**src/rtl/fpst_pkg.sv**
```systemverilog
package fpst_pkg;
  localparam int RM_W    = 2;
  localparam int EXC_W   = 5;
  localparam int CAU_W   = EXC_W + 1;
  localparam int FLG_LSB = RM_W;
  localparam int EN_LSB  = FLG_LSB + EXC_W;
  localparam int CAU_LSB = EN_LSB + EXC_W;
  localparam int DN_BIT  = CAU_LSB + CAU_W;
  localparam int STAT_W  = DN_BIT + 1;
  localparam int RSV_BIT = CAU_LSB + CAU_W - 1;
  localparam logic [STAT_W-1:0] WR_MASK = ~(STAT_W'(1) << RSV_BIT);

  typedef struct packed {
    logic             dn;
    logic [CAU_W-1:0] cause;
    logic [EXC_W-1:0] en;
    logic [EXC_W-1:0] flg;
    logic [RM_W-1:0]  rm;
  } stat_t;
endpackage

```
**src/rtl/fpst_update.sv**
```systemverilog
module fpst_update
  import fpst_pkg::*;
(
  input  stat_t            cur,
  input  logic [EXC_W-1:0] exc,
  output stat_t            nxt,
  output logic             hit
);
  logic [EXC_W-1:0] merged;

  always_comb begin
    merged = cur.cause[EXC_W-1:0] | exc;
    nxt     = cur;
    nxt.flg = exc;
    hit     = 1'b0;
    if (|exc) begin
      nxt.cause = {1'b0, merged};
      hit       = |(merged & cur.en);
    end
  end
endmodule

```
**src/rtl/fpst_wr_decode.sv**
```systemverilog
module fpst_wr_decode
  import fpst_pkg::*;
(
  input  logic [STAT_W-1:0] wdata,
  output stat_t             wval,
  output logic              rz,
  output logic              fz
);
  always_comb begin
    wval = stat_t'(wdata & WR_MASK);
    rz   = (wdata[RM_W-1:0] == '0);
    fz   = wdata[DN_BIT];
  end
endmodule

```
**src/rtl/fpu_status_trap.sv**
```systemverilog
module fpu_status_trap
  import fpst_pkg::*;
#(
  parameter int                VEC_W     = 12,
  parameter logic [VEC_W-1:0]  TRAP_CODE = VEC_W'(12'h120)
) (
  input  logic              clk,
  input  logic              rst,
  input  logic              upd_valid,
  input  logic [EXC_W-1:0]  upd_exc,
  input  logic              wr_en,
  input  logic [STAT_W-1:0] wr_data,
  output logic [STAT_W-1:0] status,
  output logic              round_zero,
  output logic              flush_zero,
  output logic              trap_req,
  output logic [VEC_W-1:0]  trap_vec
);
  stat_t            stat_q, upd_nxt, wr_val;
  logic             hit, wr_rz, wr_fz;
  logic             rz_q, fz_q, trap_q;
  logic [VEC_W-1:0] vec_q;

  fpst_update u_upd (
    .cur (stat_q),
    .exc (upd_exc),
    .nxt (upd_nxt),
    .hit (hit)
  );

  fpst_wr_decode u_wr (
    .wdata (wr_data),
    .wval  (wr_val),
    .rz    (wr_rz),
    .fz    (wr_fz)
  );

  always_ff @(posedge clk) begin
    if (rst) begin
      stat_q <= '0;
      rz_q   <= 1'b1;
      fz_q   <= 1'b0;
      trap_q <= 1'b0;
      vec_q  <= '0;
    end else begin
      trap_q <= 1'b0;
      vec_q  <= '0;
      if (wr_en) begin
        stat_q <= wr_val;
        rz_q   <= wr_rz;
        fz_q   <= wr_fz;
      end else if (upd_valid) begin
        stat_q <= upd_nxt;
        if (hit) begin
          trap_q <= 1'b1;
          vec_q  <= TRAP_CODE;
        end
      end
    end
  end

  assign status     = stat_q;
  assign round_zero = rz_q;
  assign flush_zero = fz_q;
  assign trap_req   = trap_q;
  assign trap_vec   = vec_q;
endmodule

```
**config.mk**
```make
export PLATFORM = sky130hd
export DESIGN_NAME = fpu_status_trap
export DESIGN_NICKNAME = d
export VERILOG_FILES = /design/src/rtl/fpst_pkg.sv /design/src/rtl/fpst_update.sv /design/src/rtl/fpst_wr_decode.sv /design/src/rtl/fpu_status_trap.sv
export SDC_FILE = /design/constraint.sdc
export NUM_CORES = 1
export LEC_CHECK = 0
export BUFFER_PORTS_ARGS = -buffer_cell sky130_fd_sc_hd__clkbuf_2
export CAP_MARGIN = 20
export CORE_MARGIN = 8
export CORE_UTILIZATION = 41
export DETAILED_ROUTE_END_ITERATION = 10
export GPL_TIMING_DRIVEN = 0
export PLACE_DENSITY_LB_ADDON = 0.1
export SETUP_SLACK_MARGIN = 0.1
export SLEW_MARGIN = 20
export SYNTH_ARGS = -nofsm -noshare
export SYNTH_HDL_FRONTEND = slang
export SYNTH_SLANG_ARGS = --single-unit
```
**constraint.sdc**
```tcl
create_clock -name clk -period 1.39 [get_ports clk]
set_input_delay 0.3475 -clock clk [delete_from_list [all_inputs] [get_ports clk]]
set_output_delay 0.3475 -clock clk [all_outputs]
set_load 0.02 [all_outputs]
```
==> results, run 1 <==
- Leaving out fill and tap cells, the most frequent cells in the layout are clkbuf_2 (46), dfxtp_1 (20), buf_4 (14), mux2i_1 (12), nor2_1 (12).
- In this run, the number of DRC markers left after iteration 0 of detailed routing was 5.
- Timing would allow up to 0.8004 GHz.
- Yosys mapped the design onto 21 distinct sky130hd cell types.
- The repair_antennas step left the layout with diodes totalling 0.
- The netlist area before placement is 980.9 sq um.
- The area growth from synthesis to layout is 36.10%.
- The root buffer selected by CTS is clkbuf_4.
- In this run the tool buffered the top-level ports with 48 buffer cells.
- The analysis attributes to cell leakage a power of 0.6896 nW.
- Counting every sink on the clock net gives 21.
- The count of maximum capacitance violations is 0.
- The flow ran to the end, and the final reports show no timing, DRC or antenna violations.
- The clock period minus worst slack is 1.249 ns.
- For this block, the routed nets add up to 2.586 mm of wire.
- Setup violations remaining at the end of the flow were counted as 0.
- The TritonCTS clock tree is done.
- The library cell used most frequently in the layout, excluding fill and tap cells, is clkbuf_2.
- STA classifies the critical path startpoint as a flop.
- The first global-routing pass estimated 4.353 mm of wire.
- From left edge to right edge, the die measures 64.92 um.
- Prior to clock tree synthesis, the placed netlist has a worst setup slack of 0.1123 ns.
- Along the worst path, the maximum fanout reaches 3.
- After floorplanning, the core was sized to cover 0.002233 sq mm.
- The die is 64.92 um tall.
- The via count normalized by instance count is 4.674.
- The final number of max-transition violations is 0.
- For this design the top-level I/O count stands at 62.
- After detailed routing, the number of remaining DRC violations is 0.
- The worst IR drop on VDD is 0.0005965 V.
- Data on the critical path is required at its endpoint by 1.04 ns.
- The number of global-route vias before repair came to 958.
- The wire length per cell after detailed routing is 13.40 um.
- The initial utilization of the core area, before any placement, comes to 43.92%.
- After clock tree synthesis, the clock-pin slew on the worst setup and hold paths is 0.12 ns.
- Once routing completed, OpenROAD measured the worst setup slack at 0.1406 ns.
- For this run, the number of Yosys warnings is 0.
- The count of nets left with antenna violations after detail routing is 0.
- Detailed routing inserted a total of 902 vias.
- The mean instance size in the synthesized netlist is 9.524 sq um.
- The pin count of the biggest net entering global routing is 13.
- At the end of routability-driven placement, the weighted congestion stood at 0.7054.
- Counting every instance in the synthesized netlist gives 103.
- The setup skew after layout is 0.007554 ns.
- Setup total negative slack on the finished layout was measured at 0 ns.
- CTS built an H-tree with a depth of 1.
- The fraction of final layout cells sized beyond drive strength 1 is 44.85%.
- The wire-length estimate of the detail-placed layout is 2.132 mm.
- Setup repair after global routing left no endpoint under its margin.
- The residual overflow from global routing is 0.
- The number of detailed-routing iterations run before antenna repair is 5.
- After layout, the design draws a total of 1.276 mW.
- The number of buffers created by CTS is 3.
- For this design, the CTS-stage hold fixing added 0 buffers.
- The critical path is of the flop to output pin type.
- At the end of the flow, the number of nets in the layout was 194.
- The final hold violation count came to 0.
- The power per unit of standard cell area is 955.6 mW/mm^2.
- The arrival time reported for the critical path endpoint is 0.90 ns.
- STA classifies the critical path endpoint as an output pin.
- Synthesis inferred 21 register bits.
- The share of the Yosys chip area taken by registers is 42.86%.
- The die covers 0.004214 sq mm.
- The layout has 229 filler cells.
- The initial antenna violation count is 0.
- Counting along the longest clock path gives a buffer depth of 2.
- The clock reaches the later pin of the worst-skew pair after 0.31 ns.
- Dividing the final minimum period by the clock period gives 89.89%.
- In the global route stage, overall resource usage came out at 12.75%.
- The number of rows in the core area is 17.
- The worst hold path belongs to the class input pin to flop.
## worst max-delay path, stage by stage (launching register included)
cell,delay (ns)
dfxtp_2,0.35
buf_4,0.13
buf_6,0.12
## registers in the layout, indices dropped and copies added, names as in the netlist
register,cells
status,18
trap_vec,1
flush_zero,1
round_zero,1
## per-layer routing
metal	global-route usage, %	part of all wire, %	up-vias
li1	-	-	454
met1	13.82	39	401
met4	5.722	1.7	0
met5	0	0	-
met3	5.155	10	5
met2	21.37	49	42
## cells in the mapped netlist (all sizes together)
cell | n | area share, %
nor3b | 1 | 0.77
clkbuf | 2 | 0.77
nor3 | 5 | 2.6
mux2i | 12 | 12
a21oi | 3 | 1.5
o21ai | 8 | 4.1
nor2b | 5 | 3.2
nand2b | 3 | 1.9
buf | 17 | 14
nand2 | 1 | 0.38
nor2 | 12 | 4.6
conb | 1 | 0.38
a211oi | 5 | 3.8
dfxtp | 21 | 43
or4 | 1 | 0.77
mux2 | 5 | 5.7
and4 | 1 | 0.89
## where the power goes
group	total, mW	switching, mW	internal (mW)	leakage (nW)
combinational	0.315	0.176	0.139	0.497
sequential	0.666	0.0237	0.642	0.175
clock	0.295	0.188	0.107	0.0177
total	1.28	0.387	0.888	0.690
## repair_timing
item | CTS | global route
setup buffers | 0 | 0
setup endpoints to repair | 2 | 2
gates resized for setup | 1 | 6
cloned | 0 | 0
## cell type report
| cell class | count | area, sq um | share of cell area [%] |
|---|---|---|---|
| Clock inverter | 1 | 5.005 | 0.3749 |
| Multi-Input combinational cell | 73 | 457.9 | 34.30 |
| Clock buffer | 3 | 22.52 | 1.687 |
| Buffer | 19 | 140.1 | 10.50 |
| Sequential cell | 21 | 421.7 | 31.58 |
| Tap cell | 28 | 35.03 | 2.624 |
| Timing Repair Buffer | 48 | 252.7 | 18.93 |
## worst paths after layout
kind                    start           to  slack (ns)  depth (start not counted)
hold reg to reg    status[18]   status[18]        0.49                          2
setup / recovery  trap_vec[5]  trap_vec[8]        0.14                          2
setup reg to reg   status[13]  trap_vec[5]        0.50                          3
hold / removal     wr_data[3]    status[3]        0.26                          3
## through the flow
step                std cells  hold slack (ns)  util [%]  cell area (sq um)
detailed placement        189           0.4736     57.93               1294
global route              193           0.2626     59.78               1335
global placement          189           0.4568     57.93               1294
CTS                       193           0.2606     59.22               1323
floorplan                 113           0.4943         -               1018
finish                    193           0.2619     59.78               1335
## logic make-up (layout without fill, tap and decap cells)
kind of cell / count (synthesis) / after routing / share of synthesized area, %
other: 1 / 11 / 0.3823
AND/OR/NAND/NOR: 29 / 29 / 15.05
flip-flops: 21 / 21 / 42.86
buffers and inverters: 19 / 71 / 14.29
multiplexers: 17 / 17 / 17.98
AO/OA/AOI/OAI: 16 / 16 / 9.438
(Power assumes the default switching activity.)
==> run 2: changes to the inputs <==
--- a/config.mk
+++ b/config.mk
@@ -11,7 +11,7 @@
 export CORE_UTILIZATION = 41
 export DETAILED_ROUTE_END_ITERATION = 10
 export GPL_TIMING_DRIVEN = 0
-export PLACE_DENSITY_LB_ADDON = 0.1
+export PLACE_DENSITY = 0.78
 export SETUP_SLACK_MARGIN = 0.1
 export SLEW_MARGIN = 20
 export SYNTH_ARGS = -nofsm -noshare
==> results, run 2 (synthesis results as in run 1) <==
- Leaving out fill and tap cells, the most frequent cell in the layout is clkbuf_2.
- The clock period minus worst slack is 1.251 ns.
- The run finished with clean final reports.
- The count of nets left with antenna violations after detail routing is 0.
- The min-delay analysis places its worst path in the category input pin to flop.
- IR analysis of the VDD net gives a maximum drop of 0.0007510 V.
- The first detailed-routing pass took 4 iterations.
- In this run, post-CTS hold repair placed 0 buffers.
- Leaving out fill and tap cells, the most frequent cells in the layout are clkbuf_2 (46), dfxtp_1 (20), buf_4 (14), mux2i_1 (12), nor2_1 (12).
- For this block, the via count after detailed routing is 888.
- STA classifies the critical path startpoint as a flop.
- The worst hold path cell count is 3.
- The net switching power of the design is 0.3828 mW.
- The die footprint is 0.004214 sq mm.
- The critical path starts at trap_vec[5].
- The depth of the most critical reg-to-reg path is 3.
- The number of clock sinks is 21.
- Measured along the x axis, the die boundary spans 64.92 um.
- The floorplan die height is 64.92 um.
- Entering global routing, the biggest net connects 12 pins.
- The internal portion of the total power is 0.8914 mW.
- Power spread over the standard cell area amounts to 959.8 mW/mm^2.
- In the final design database the tool counted 194 nets.
- In this run the tool buffered the top-level ports with 48 buffer cells.
- The register with the most flip-flops in the layout has 18 of them.
- The TritonCTS clock tree is done.
- In this run, the number of DRC markers left after iteration 0 of detailed routing was 13.
- The total global routing track utilization is 12.58%.
- After detailed routing, the number of vias per cell comes to 4.601.
- After global routing the overflow that remains totals 0.
- In this run the post-CTS setup repair buffer count came out at 0.
- The worst register-to-register path begins at status[16].
- In this run, the clock network consumes 23.0% of the power.
- Dividing the detail-routed wire length by the instance count gives 13.68 um.
- The final hold violation count was 0.
- The routed design has 2.640 mm of wire.
- The final setup TNS is 0 ns.
- The clock-pin slew reported for the worst setup and hold paths after clock tree synthesis is 0.12 ns.
- The startpoint of the lowest-slack hold path is wr_data[6].
- The static power due to leakage is 0.6861 nW.
- The weighted congestion at the end of routability-driven global placement is 0.7383.
- The end of the worst hold path is status[6].
- Compared with the post-synthesis result, the final layout area differs by 35.33%.
- The root buffer cell chosen for the clock tree is clkbuf_4.
- The initial antenna violation count is 0.
- The critical path start-end classification is flop to output pin.
- Sequential cells burn 52.3% of the power.
- The final routed DRC violation total is 0.
- For this configuration, the core starts out at a cell density of 43.92%.
- The placed wire-length estimate after detailed placement is 2.195 mm.
- Between clock sinks in the finished design, the worst skew comes to 0.004217 ns.
- The setup check on the worst reg-to-reg path leaves a slack of 0.46 ns.
- The number of global-route vias before repair came to 991.
- Of all nets on the critical path, the largest fanout is 3.
- The endpoint required time on the critical path is 1.04 ns.
- The first global-routing pass estimated 4.347 mm of wire.
- The H-tree depth is 1.
- Net switching is 30.04% of the power.
- The antenna diode count is 0.
- The count of fill cells added during filler insertion is 214.
- The worst-skew pair later-pin latency is 0.30 ns.
- The fmax is 0.7996 GHz.
- The number of rows in the core area is 17.
- The number of gates resized after cts is 0.
- The combinational power share is 24.6%.
- The final number of max-transition violations is 0.
- The fraction of final layout cells sized beyond drive strength 1 is 44.24%.
- Counting the buffers created by CTS gives 3.
- The core box area is 0.002233 sq mm.
- Setup violations remaining at the end of the flow were counted as 0.
- The endpoint identified for the worst register-to-register timing path is trap_vec[5].
- Setup repair after global routing left no endpoint under its margin.
- The worst-case clock buffer depth is 2.
- Max-cap violations in this run came to 0.
- During I/O placement, the number of pins put on the boundary was 62.
- At the worst endpoint, the arrival time is 0.90 ns.
- The total design power is 1.274 mW.
- STA classifies the critical path endpoint as an output pin.
- In the finished design, the share of the clock period the worst path needs comes to 89.98%.
## run 2: cell count changes in the layout (fill, tap and decap cells not counted), sizes merged
cell	before	now
clkinv	1	0
clkbuf	51	52
## run 2: critical path: stages (launching register included)
cell and delay (ns):
dfxtp_2 0.34, buf_4 0.12, buf_2 0.15
## run 2: worst max-delay path by stage
stage | cells after the start | end
after global placement | 4 | trap_vec[5]
after CTS | 2 | trap_vec[5]
final | 2 | trap_vec[8]
after global routing | 2 | trap_vec[8]
after floorplan | 3 | trap_vec[5]
after detailed placement | 4 | trap_vec[5]
## run 2: per-stage QoR
stage                     setup slack [ns]  instances  utilization [%]  hold slack (ns)  instance area [sq um]
after global routing                0.1042        193            59.44           0.2735                   1328
final                               0.1393        193            59.44           0.2770                   1328
after detailed placement            0.1056        189            57.93           0.4682                   1294
after floorplan                     0.2604        113                -           0.4943                   1018
after global placement              0.1202        189            57.93           0.4582                   1294
after CTS                           0.1022        193            59.10           0.2775                   1320
## run 2: power by group through the flow
stage | combinational [mW] | clock [mW] | sequential (mW)
3_5_place_dp | 0.314 | 0 | 0.680
2_1_floorplan | 0.158 | 0 | 0.726
5_1_grt | 0.342 | 0.320 | 0.672
4_1_cts | 0.315 | 0.295 | 0.667
3_3_place_gp | 0.306 | 0 | 0.677
6_report | 0.314 | 0.293 | 0.667
## run 2: cell type report
cell class	instances	area, sq um	share of cell area (%)
plain buffers	19	140.1	10.56
clock buffers	4	26.28	1.979
multi-input cells	73	457.9	34.50
flip-flops and latches	21	421.7	31.76
well taps	28	35.03	2.639
repair buffers	48	246.5	18.57
## run 2: layer usage
metal,GRT usage (%),share of wire (%),vias up
met1,13.16,40,391
li1,-,-,452
met3,5.326,10,4
met2,21.86,49,41
met5,0,0,-
met4,4.905,0.76,0
